**src/rtl/qpa_pkg.sv**
```systemverilog
package qpa_pkg;

    typedef enum logic [1:0] {
        MV_NONE = 2'd0,
        MV_FWD  = 2'd1,
        MV_REV  = 2'd2,
        MV_BAD  = 2'd3
    } move_e;

    // Forward successor of a line code {a,b}: 00 -> 01 -> 11 -> 10 -> 00
    function automatic logic [1:0] gray_succ(input logic [1:0] s);
        case (s)
            2'b00:   gray_succ = 2'b01;
            2'b01:   gray_succ = 2'b11;
            2'b11:   gray_succ = 2'b10;
            default: gray_succ = 2'b00;
        endcase
    endfunction

    function automatic move_e classify(input logic [1:0] prev, input logic [1:0] cur);
        if (cur == prev)                 classify = MV_NONE;
        else if (cur == gray_succ(prev)) classify = MV_FWD;
        else if (prev == gray_succ(cur)) classify = MV_REV;
        else                             classify = MV_BAD;
    endfunction

endpackage

```
**src/rtl/qpa_quad_decode.sv**
```systemverilog
module qpa_quad_decode
    import qpa_pkg::*;
(
    input  logic  clk,
    input  logic  rst,
    input  logic  enc_a,
    input  logic  enc_b,
    output move_e move
);
    logic [1:0] prev_q;
    logic [1:0] cur;

    assign cur = {enc_a, enc_b};

    always_ff @(posedge clk) begin
        prev_q <= cur;
    end

    always_comb begin
        move = rst ? MV_NONE : classify(prev_q, cur);
    end
endmodule

```
**src/rtl/qpa_fix_accum.sv**
```systemverilog
module qpa_fix_accum
    import qpa_pkg::*;
#(
    parameter int POS_W   = 32,
    parameter int INT_W   = 16,
    parameter int FRAC_W  = 16,
    parameter int DEC_MOD = 10000
) (
    input  logic                      clk,
    input  logic                      rst,
    input  move_e                     move,
    input  logic [INT_W+FRAC_W-1:0]   scale_const,
    input  logic                      dec_mode,
    input  logic                      clr,
    input  logic                      ld,
    input  logic [POS_W-1:0]          ld_val,
    output logic [POS_W-1:0]          pos,
    output logic [FRAC_W-1:0]         rem,
    output logic                      const_bad
);
    localparam int SUM_W = FRAC_W + 1;
    localparam int SC_W  = INT_W + FRAC_W;
    localparam logic [SUM_W-1:0] BIN_M = {1'b1, {FRAC_W{1'b0}}};
    localparam logic [SUM_W-1:0] DEC_M = SUM_W'(DEC_MOD);

    logic [SUM_W-1:0] modv;
    logic [SUM_W-1:0] frac_eff;
    logic [POS_W-1:0] int_ext;
    logic [SUM_W-1:0] fwd_sum;
    logic [SUM_W-1:0] rev_sum;
    logic             carry;
    logic             borrow;
    logic [POS_W-1:0] pos_next;
    logic [FRAC_W-1:0] rem_next;

    always_comb begin
        modv      = dec_mode ? DEC_M : BIN_M;
        const_bad = dec_mode && ({1'b0, scale_const[FRAC_W-1:0]} >= DEC_M);
        frac_eff  = const_bad ? '0 : {1'b0, scale_const[FRAC_W-1:0]};
        int_ext   = {{(POS_W-INT_W){scale_const[SC_W-1]}}, scale_const[SC_W-1:FRAC_W]};

        fwd_sum = {1'b0, rem} + frac_eff;
        carry   = (fwd_sum >= modv);
        if (carry) fwd_sum = fwd_sum - modv;

        borrow  = ({1'b0, rem} < frac_eff);
        rev_sum = borrow ? ({1'b0, rem} + modv - frac_eff) : ({1'b0, rem} - frac_eff);

        pos_next = pos;
        rem_next = rem;
        if (clr) begin
            pos_next = '0;
            rem_next = '0;
        end else if (ld) begin
            pos_next = ld_val;
            rem_next = '0;
        end else if (move == MV_FWD) begin
            pos_next = pos + int_ext + POS_W'(carry);
            rem_next = fwd_sum[FRAC_W-1:0];
        end else if (move == MV_REV) begin
            pos_next = pos - int_ext - POS_W'(borrow);
            rem_next = rev_sum[FRAC_W-1:0];
        end
    end

    always_ff @(posedge clk) begin
        if (rst) begin
            pos <= '0;
            rem <= '0;
        end else begin
            pos <= pos_next;
            rem <= rem_next;
        end
    end
endmodule

```
**src/rtl/qpa_err_count.sv**
```systemverilog
module qpa_err_count
    import qpa_pkg::*;
#(
    parameter int ERR_W = 8
) (
    input  logic             clk,
    input  logic             rst,
    input  move_e            move,
    output logic [ERR_W-1:0] cnt
);
    localparam logic [ERR_W-1:0] CNT_MAX = '1;

    always_ff @(posedge clk) begin
        if (rst) begin
            cnt <= '0;
        end else if (move == MV_BAD && cnt != CNT_MAX) begin
            cnt <= cnt + 1'b1;
        end
    end
endmodule

```
**src/rtl/quad_pos_accum.sv**
```systemverilog
module quad_pos_accum
    import qpa_pkg::*;
#(
    parameter int POS_W   = 32,
    parameter int INT_W   = 16,
    parameter int FRAC_W  = 16,
    parameter int DEC_MOD = 10000,
    parameter int ERR_W   = 8
) (
    input  logic                    clk,
    input  logic                    rst,
    input  logic                    enc_a,
    input  logic                    enc_b,
    input  logic [INT_W+FRAC_W-1:0] scale_const,
    input  logic                    dec_mode,
    input  logic                    idx_clr,
    input  logic                    host_wr,
    input  logic [POS_W-1:0]        host_pos,
    output logic [POS_W-1:0]        pos,
    output logic [FRAC_W-1:0]       pos_frac,
    output logic                    const_bad,
    output logic [ERR_W-1:0]        glitch_cnt
);
    move_e move;

    qpa_quad_decode u_dec (
        .clk   (clk),
        .rst   (rst),
        .enc_a (enc_a),
        .enc_b (enc_b),
        .move  (move)
    );

    qpa_fix_accum #(
        .POS_W   (POS_W),
        .INT_W   (INT_W),
        .FRAC_W  (FRAC_W),
        .DEC_MOD (DEC_MOD)
    ) u_acc (
        .clk         (clk),
        .rst         (rst),
        .move        (move),
        .scale_const (scale_const),
        .dec_mode    (dec_mode),
        .clr         (idx_clr),
        .ld          (host_wr),
        .ld_val      (host_pos),
        .pos         (pos),
        .rem         (pos_frac),
        .const_bad   (const_bad)
    );

    qpa_err_count #(
        .ERR_W (ERR_W)
    ) u_err (
        .clk  (clk),
        .rst  (rst),
        .move (move),
        .cnt  (glitch_cnt)
    );
endmodule

```
**config.mk**
```make
export PLATFORM = sky130hd
export DESIGN_NAME = quad_pos_accum
export DESIGN_NICKNAME = d
export VERILOG_FILES = /design/src/rtl/qpa_pkg.sv /design/src/rtl/qpa_quad_decode.sv /design/src/rtl/qpa_fix_accum.sv /design/src/rtl/qpa_err_count.sv /design/src/rtl/quad_pos_accum.sv
export SDC_FILE = /design/constraint.sdc
export NUM_CORES = 1
export LEC_CHECK = 0
export BUFFER_PORTS_ARGS = -buffer_cell sky130_fd_sc_hd__buf_2
export CAP_MARGIN = 20
export CORE_MARGIN = 3
export CORE_UTILIZATION = 40
export CTS_BUF_LIST = sky130_fd_sc_hd__clkbuf_8 sky130_fd_sc_hd__clkbuf_16
export CTS_CLUSTER_SIZE = 25
export DETAILED_ROUTE_END_ITERATION = 16
export PLACE_DENSITY_LB_ADDON = 0.3
export SYNTH_ARGS = -nofsm -noshare
export SYNTH_HDL_FRONTEND = slang
export SYNTH_HIERARCHICAL = 1
export SYNTH_SLANG_ARGS = --single-unit
```
**constraint.sdc**
```tcl
create_clock -name clk -period 19.4 [get_ports clk]
set_input_delay 3.88 -clock clk [delete_from_list [all_inputs] [get_ports clk]]
set_output_delay 3.88 -clock clk [all_outputs]
set_load 0.01 [all_outputs]
```
# == Word-level counts from Yosys, hierarchy flattened ==
# Index checks and enable logic that the tools add are counted.
# classes
reduce_logical,8
add_sub_neg,10
muxes,18
eq_ne,11
magnitude_cmp,3
# op_table
op,n
$mux W32,3
$mux W16,5
$sub A16 B16 Y16,3
$add A32 B1 Y32,1
$add A32 B32 Y32,1
$sub A32 B1 Y32,1
$sub A32 B32 Y32,1
$add A16 B16 Y17,1
$ge A17 B17 Y1,1
$lt A16 B17 Y1,1
$mux W17,1
$add A16 B16 Y16,1
$ge A16 B14 Y1 const B,1
$mux W2,6
$pmux W2 S3,2
$add A8 B1 Y8 const B,1
$eq A2 B2 Y1 const B,4
$ne A8 B8 Y1 const B,1
$eq A2 B1 Y1 const B,3
$eq A2 B2 Y1,3
$logic_not A2 Y1,2
$reduce_bool A3 Y1,1
$reduce_or A3 Y1,1
$logic_and A1 B1 Y1,2
3 further kinds,3
# word_totals
out_inout_bits,57
register_bits,58
word_cells,54

# == Longest topological paths before layout ==
# depth
depth_word,15
mapped_depth,36
ltp_nobuf,35

# == Cells and area by module ==
# Netlist, hierarchy kept.
# modules_own_cells
module,area_per_inst_um2,cells_each,n_inst
qpa_fix_accum,9596.7,1305,1
qpa_err_count,394.1,44,1
qpa_quad_decode,107.6,13,1

# == Least setup slack after synthesis ==
# No wires, ideal clock.
# synth_timing
path_kind,input -> register
from,in scale_const[7]
to,reg u_acc.pos[28]
path_slack_ns,8.463
stages,32
t_arrival_ns,10.859
path_buffers,1
cell_sequence,nor4_1 > nor2_1 > o31ai_1 > nand2_1 > nand2_1 > clkbuf_1 > nand2_1 > ha_1 > nor2b_1 > a211o_1 > a211oi_2 > a21o_2 > o21ai_1 > xor2_1 > ha_1 > and4b_1 > nand3b_1 > a2111oi_0 > nand3_1 > a41oi_4 > inv_2 > fa_1 > fa_1 > o21ba_2 > o21ai_1 > nand2b_1 > a311o_1 > a41oi_1 > o211a_1 > o41ai_1 > a2111oi_0 > nor3_1
# synth_via
elab_chain_cells,8
# synth_rtl
element,line_no,text
"start, declared",quad_pos_accum.sv:14,"input logic [INT_W+FRAC_W-1:0] scale_const,"
$ge A16 B14 Y1,qpa_fix_accum.sv:38,"const_bad = dec_mode && ({1'b0, scale_const[FRAC_W-1:0]} >= DEC_M);"
$logic_and A1 B1 Y1,qpa_fix_accum.sv:38,
$mux W16 *,qpa_fix_accum.sv:39,"frac_eff = const_bad ? '0 : {1'b0, scale_const[FRAC_W-1:0]};"
$add A16 B16 Y17 / $lt A16 B17 Y1 (equally long branches),"qpa_fix_accum.sv:42, qpa_fix_accum.sv:46",
$ge A17 B17 Y1 / $sub A32 B1 Y32 (equally long branches),"qpa_fix_accum.sv:43, qpa_fix_accum.sv:61",
$add A32 B1 Y32 / $mux W32 (equally long branches),"qpa_fix_accum.sv:58, qpa_fix_accum.sv:60",
$mux W32 *,qpa_fix_accum.sv:57,end else if (move == MV_FWD) begin
$mux W32 *,qpa_fix_accum.sv:54,end else if (ld) begin
"end signal, assigned",qpa_fix_accum.sv:71,pos <= pos_next;
"end, declared",qpa_fix_accum.sv:17,"output logic [POS_W-1:0] pos,"
# Mark *: on every way between the ends. The rest lies on a longest branch, timed or not. The select of a mux whose other input is x is not followed.
# A chain may end at the register's enable or synchronous reset.

# == Worst setup path after layout ==
# Ends and elaborated chain as after synthesis.

==> results by group <==
Yosys
  – Register area share after synthesis: 11.5%
  – Post-synth net total: approximately 1600
  – Largest family of logic cells by synthesized area: compound AO/OA/AOI/OAI gates
  – Post-synthesis cell area: between 0.01 and 0.015 mm²
  – Top FF cell, synth: dfxtp_1
  – Post-Syn Instances: 1362
  – Synth Area in Simple Gates: approximately a fifth
  – Seq cells post-synth: 58
  – EDFF count, synth: 0
  – Multiplexer area fraction after synthesis: under 10%
  – FFs w/ async S/R, synth: 0%
  – Synth Area in Compound Gates: around 30%
  – Post-synthesis area per instance: between 7 and 8 µm²
  – Synth Area in Adders: 21.9%
  – Cell variety after synth: 101
  – Number of synthesis warnings: 6
  – Synth Area in XOR/XNOR: just under 7%

Worst setup path
  – Reg-to-reg startpoint: u_acc/rem[1]
  – Critical path arrival: around 13 ns
  – WP data required: 19.67 ns
  – Most frequent CP cell: nand2_1
  – Worst Path Max Fanout: 14
  – Slowest cell on crit path: a41oi_4
  – Worst R2R End: u_acc/pos[28]
  – Crit path from: scale_const[7]
  – Critical Path End Type: register
  – Kind of start point of the critical path: input pin
  – R2R cell count: 25
  – Worst R2R Setup Slack: between 10 and 15 ns
  – CP Class: in2reg
  – Critical path's largest stage delay: about 0.50 ns
  – Crit path to: u_acc/pos[28]

Clock network
  – TritonCTS clock tree: done
  – Post-CTS setup buffer count: 0
  – TritonCTS buffer count: 9
  – Post-CTS sizing: 0
  – Hold bufs inserted after CTS: 0
  – Clock Latency Late Sink: ~0.34 ns
  – Clk root buf: clkbuf_16
  – CTS H-tree lvls: 3
  – Clk sinks: 58
  – CTS max path bufs: 2
  – CTS clock-pin slew for the worst setup and hold paths: 0.06 ns

Timing
  – Hold Fails Final Rpt: 0
  – Max Fclk: roughly 82 MHz
  – Crit share post-route: about 63%
  – Setup violators final: 0
  – Clock skew: 0.00537 ns
  – Setup TNS: 0 ns
  – RSZ-0062 raised after global routing: false
  – Max-slew violations: 0
  – Slew headroom: about two fifths
  – Min setup slack post-route: slightly above 7 ns
  – Min cycle time layout: 12.23 ns
  – Slew at the pin closest to its max-slew limit: 0.925 ns

Die
  – Core Box Area: 0.0245 mm²
  – Die Span X: 165 µm
  – Initial core utilization: 41.2%
  – IO Pins: about 130
  – Placement Rows: 57
  – Die ar.: around 0.027 mm²
  – Die Span Y: around 160 µm

Power
  – Gate power share: between 50% and 60%
  – Switch share: a little over two fifths
  – Reg power frac: 20.3%
  – Power Density: 57.7 mW/mm²
  – Sw power: between 0.2 and 0.3 mW
  – LEAKAGE: between 5 and 6 nW
  – Clk pwr share: about a quarter
  – Maximum vdd drop: around 0.046 mV
  – Int Power: around 0.37 mW

Global route
  – Vias in the first global route: slightly below 10000
  – Largest net degree at the start of global routing: 50
  – Global Route Usage Sum: 22.8%
  – Initial antenna violation count: 0
  – Global route overflow: 0
  – First-pass GRT wire length: around 50000 µm

Placed design
  – Routability Congestion: 0.904
  – I/O Buffers: ~130
  – Post-DP HPWL: roughly 24000 µm
  – Dpl ws: ~6.9 ns

Finish
  – Fill count: around 2500
  – Syn-to-layout area delta: 11.7%
  – Share of layout cells above drive strength 1: a little over an eighth
  – # nets final: 1703
  – # diodes: 0

Detailed routing
  – WL per Instance: around 18 µm
  – Drt pass-1 iters: 6
  – Vias post-DR: 10467
  – Drt first-iter violations: ~960
  – Vias per std cell: just under 6
  – Post-route ant nets: 0
  – DRC Markers: 0
  – WL final: 31600 µm

Min path
  – Hold Crit Class: reg2reg

Run status
  – Status: completed

Flow run
  – MaxCap Viol Count: 0
## worst min-delay path by stage
stage,slack (ns),endpoint,cells past startpoint,startpoint
floorplan,0.53,u_err/cnt[5],2,u_err/cnt[5]
global placement,0.51,u_err/cnt[5],2,u_err/cnt[5]
detailed placement,0.53,u_err/cnt[5],2,u_err/cnt[5]
CTS,0.54,u_err/cnt[5],2,u_err/cnt[5]
global route,0.56,u_err/cnt[5],2,u_err/cnt[5]
finish,0.54,u_err/cnt[6],2,u_err/cnt[6]
## routing by layer
layer  track usage (%)  up-vias  part of all wire [%]
met5                 0        -                     0
met3              3.46       52                   7.5
met1              29.3     4898                    44
met4              7.13        0                   2.5
met2              39.1      400                    46
li1                  -     5117                     -
## sequential cells by signal, summed over array words and instances (netlist names)
name / cells
u_dec/prev_q: 2
u_acc/pos: 32
u_err/cnt: 8
u_acc/rem: 16
## worst max-delay path, delay by kind of cell
| kind | cells | cell delay, ns |
|---|---|---|
| buf+inv | 2 | 0.25 |
| fa+ha+maj | 4 | 1.68 |
| compound gates | 14 | 4.33 |
| xor+xnor | 1 | 0.20 |
| simple gates | 11 | 2.17 |
## cell type report
type / count / area (µm²) / area share, %
inverter: 171 / 642 / 5.69
tap: 324 / 405 / 3.59
multi-input combinational: 1092 / 8080 / 71.6
clock buffer: 11 / 253 / 2.24
timing repair buffer: 134 / 688 / 6.10
clock inverter: 5 / 53.8 / 0.477
sequential: 58 / 1160 / 10.3
## through the flow
stage	std cells	hold slack [ns]	total power, mW	util (%)	area [µm²]
after global routing	1795	0.558	0.698	46.0	11300
after detailed placement	1779	0.535	0.477	44.7	11000
final	1795	0.544	0.651	46.0	11300
after global placement	1779	0.514	0.474	44.7	11000
after CTS	1795	0.545	0.651	46.0	11300
after floorplan	1362	0.530	0.394	-	10100
## Yosys cell counts (17+ instances only)
| library cell | instances | area [µm²] |
|---|---|---|
| xnor2_1 | 56 | 490 |
| xor2_1 | 23 | 201 |
| ha_1 | 148 | 1850 |
| o21ai_0 | 63 | 315 |
| a21oi_1 | 115 | 576 |
| nor2_1 | 119 | 447 |
| nor2b_1 | 21 | 131 |
| a31oi_1 | 19 | 119 |
| nand2_1 | 91 | 342 |
| nand3_1 | 21 | 105 |
| dfxtp_1 | 58 | 1160 |
| nor3_1 | 35 | 175 |
| inv_1 | 167 | 627 |
| o31ai_1 | 17 | 128 |
| clkbuf_1 | 27 | 101 |
| fa_1 | 18 | 360 |
| nand2b_1 | 19 | 119 |
| a211oi_1 | 34 | 255 |
## cells by family after synthesis
family / count (synthesis)
AO/OA/AOI/OAI: 430
adder cells (fa/ha/maj): 166
buffers and inverters: 212
AND/OR/NAND/NOR: 399
flip-flops: 58
multiplexers: 18
XOR/XNOR: 79
## layout by cell type (no fill, tap or decap), drive strengths merged, types with 16 or more instances in the layout
master,Yosys,routed
nor3,35,35
a211oi,37,37
nand2b,19,19
nor2b,22,22
a31oi,19,19
nand3,22,22
nand2,91,91
o21ai,67,67
ha,148,148
fa,18,18
inv,169,170
o31ai,18,18
dfxtp,58,58
xnor2,56,56
xor2,23,23
buf,11,134
mux2i,16,16
nor2,119,119
a21oi,115,115
## power groups by stage
stage	registers, mW	logic [mW]	clock network, mW
2_1_floorplan	0.135	0.259	0
3_3_place_gp	0.135	0.339	0
3_5_place_dp	0.135	0.342	0
4_1_cts	0.132	0.344	0.175
5_1_grt	0.133	0.386	0.179
6_report	0.132	0.350	0.169
Note: power is estimated with default switching activity, not from simulation.
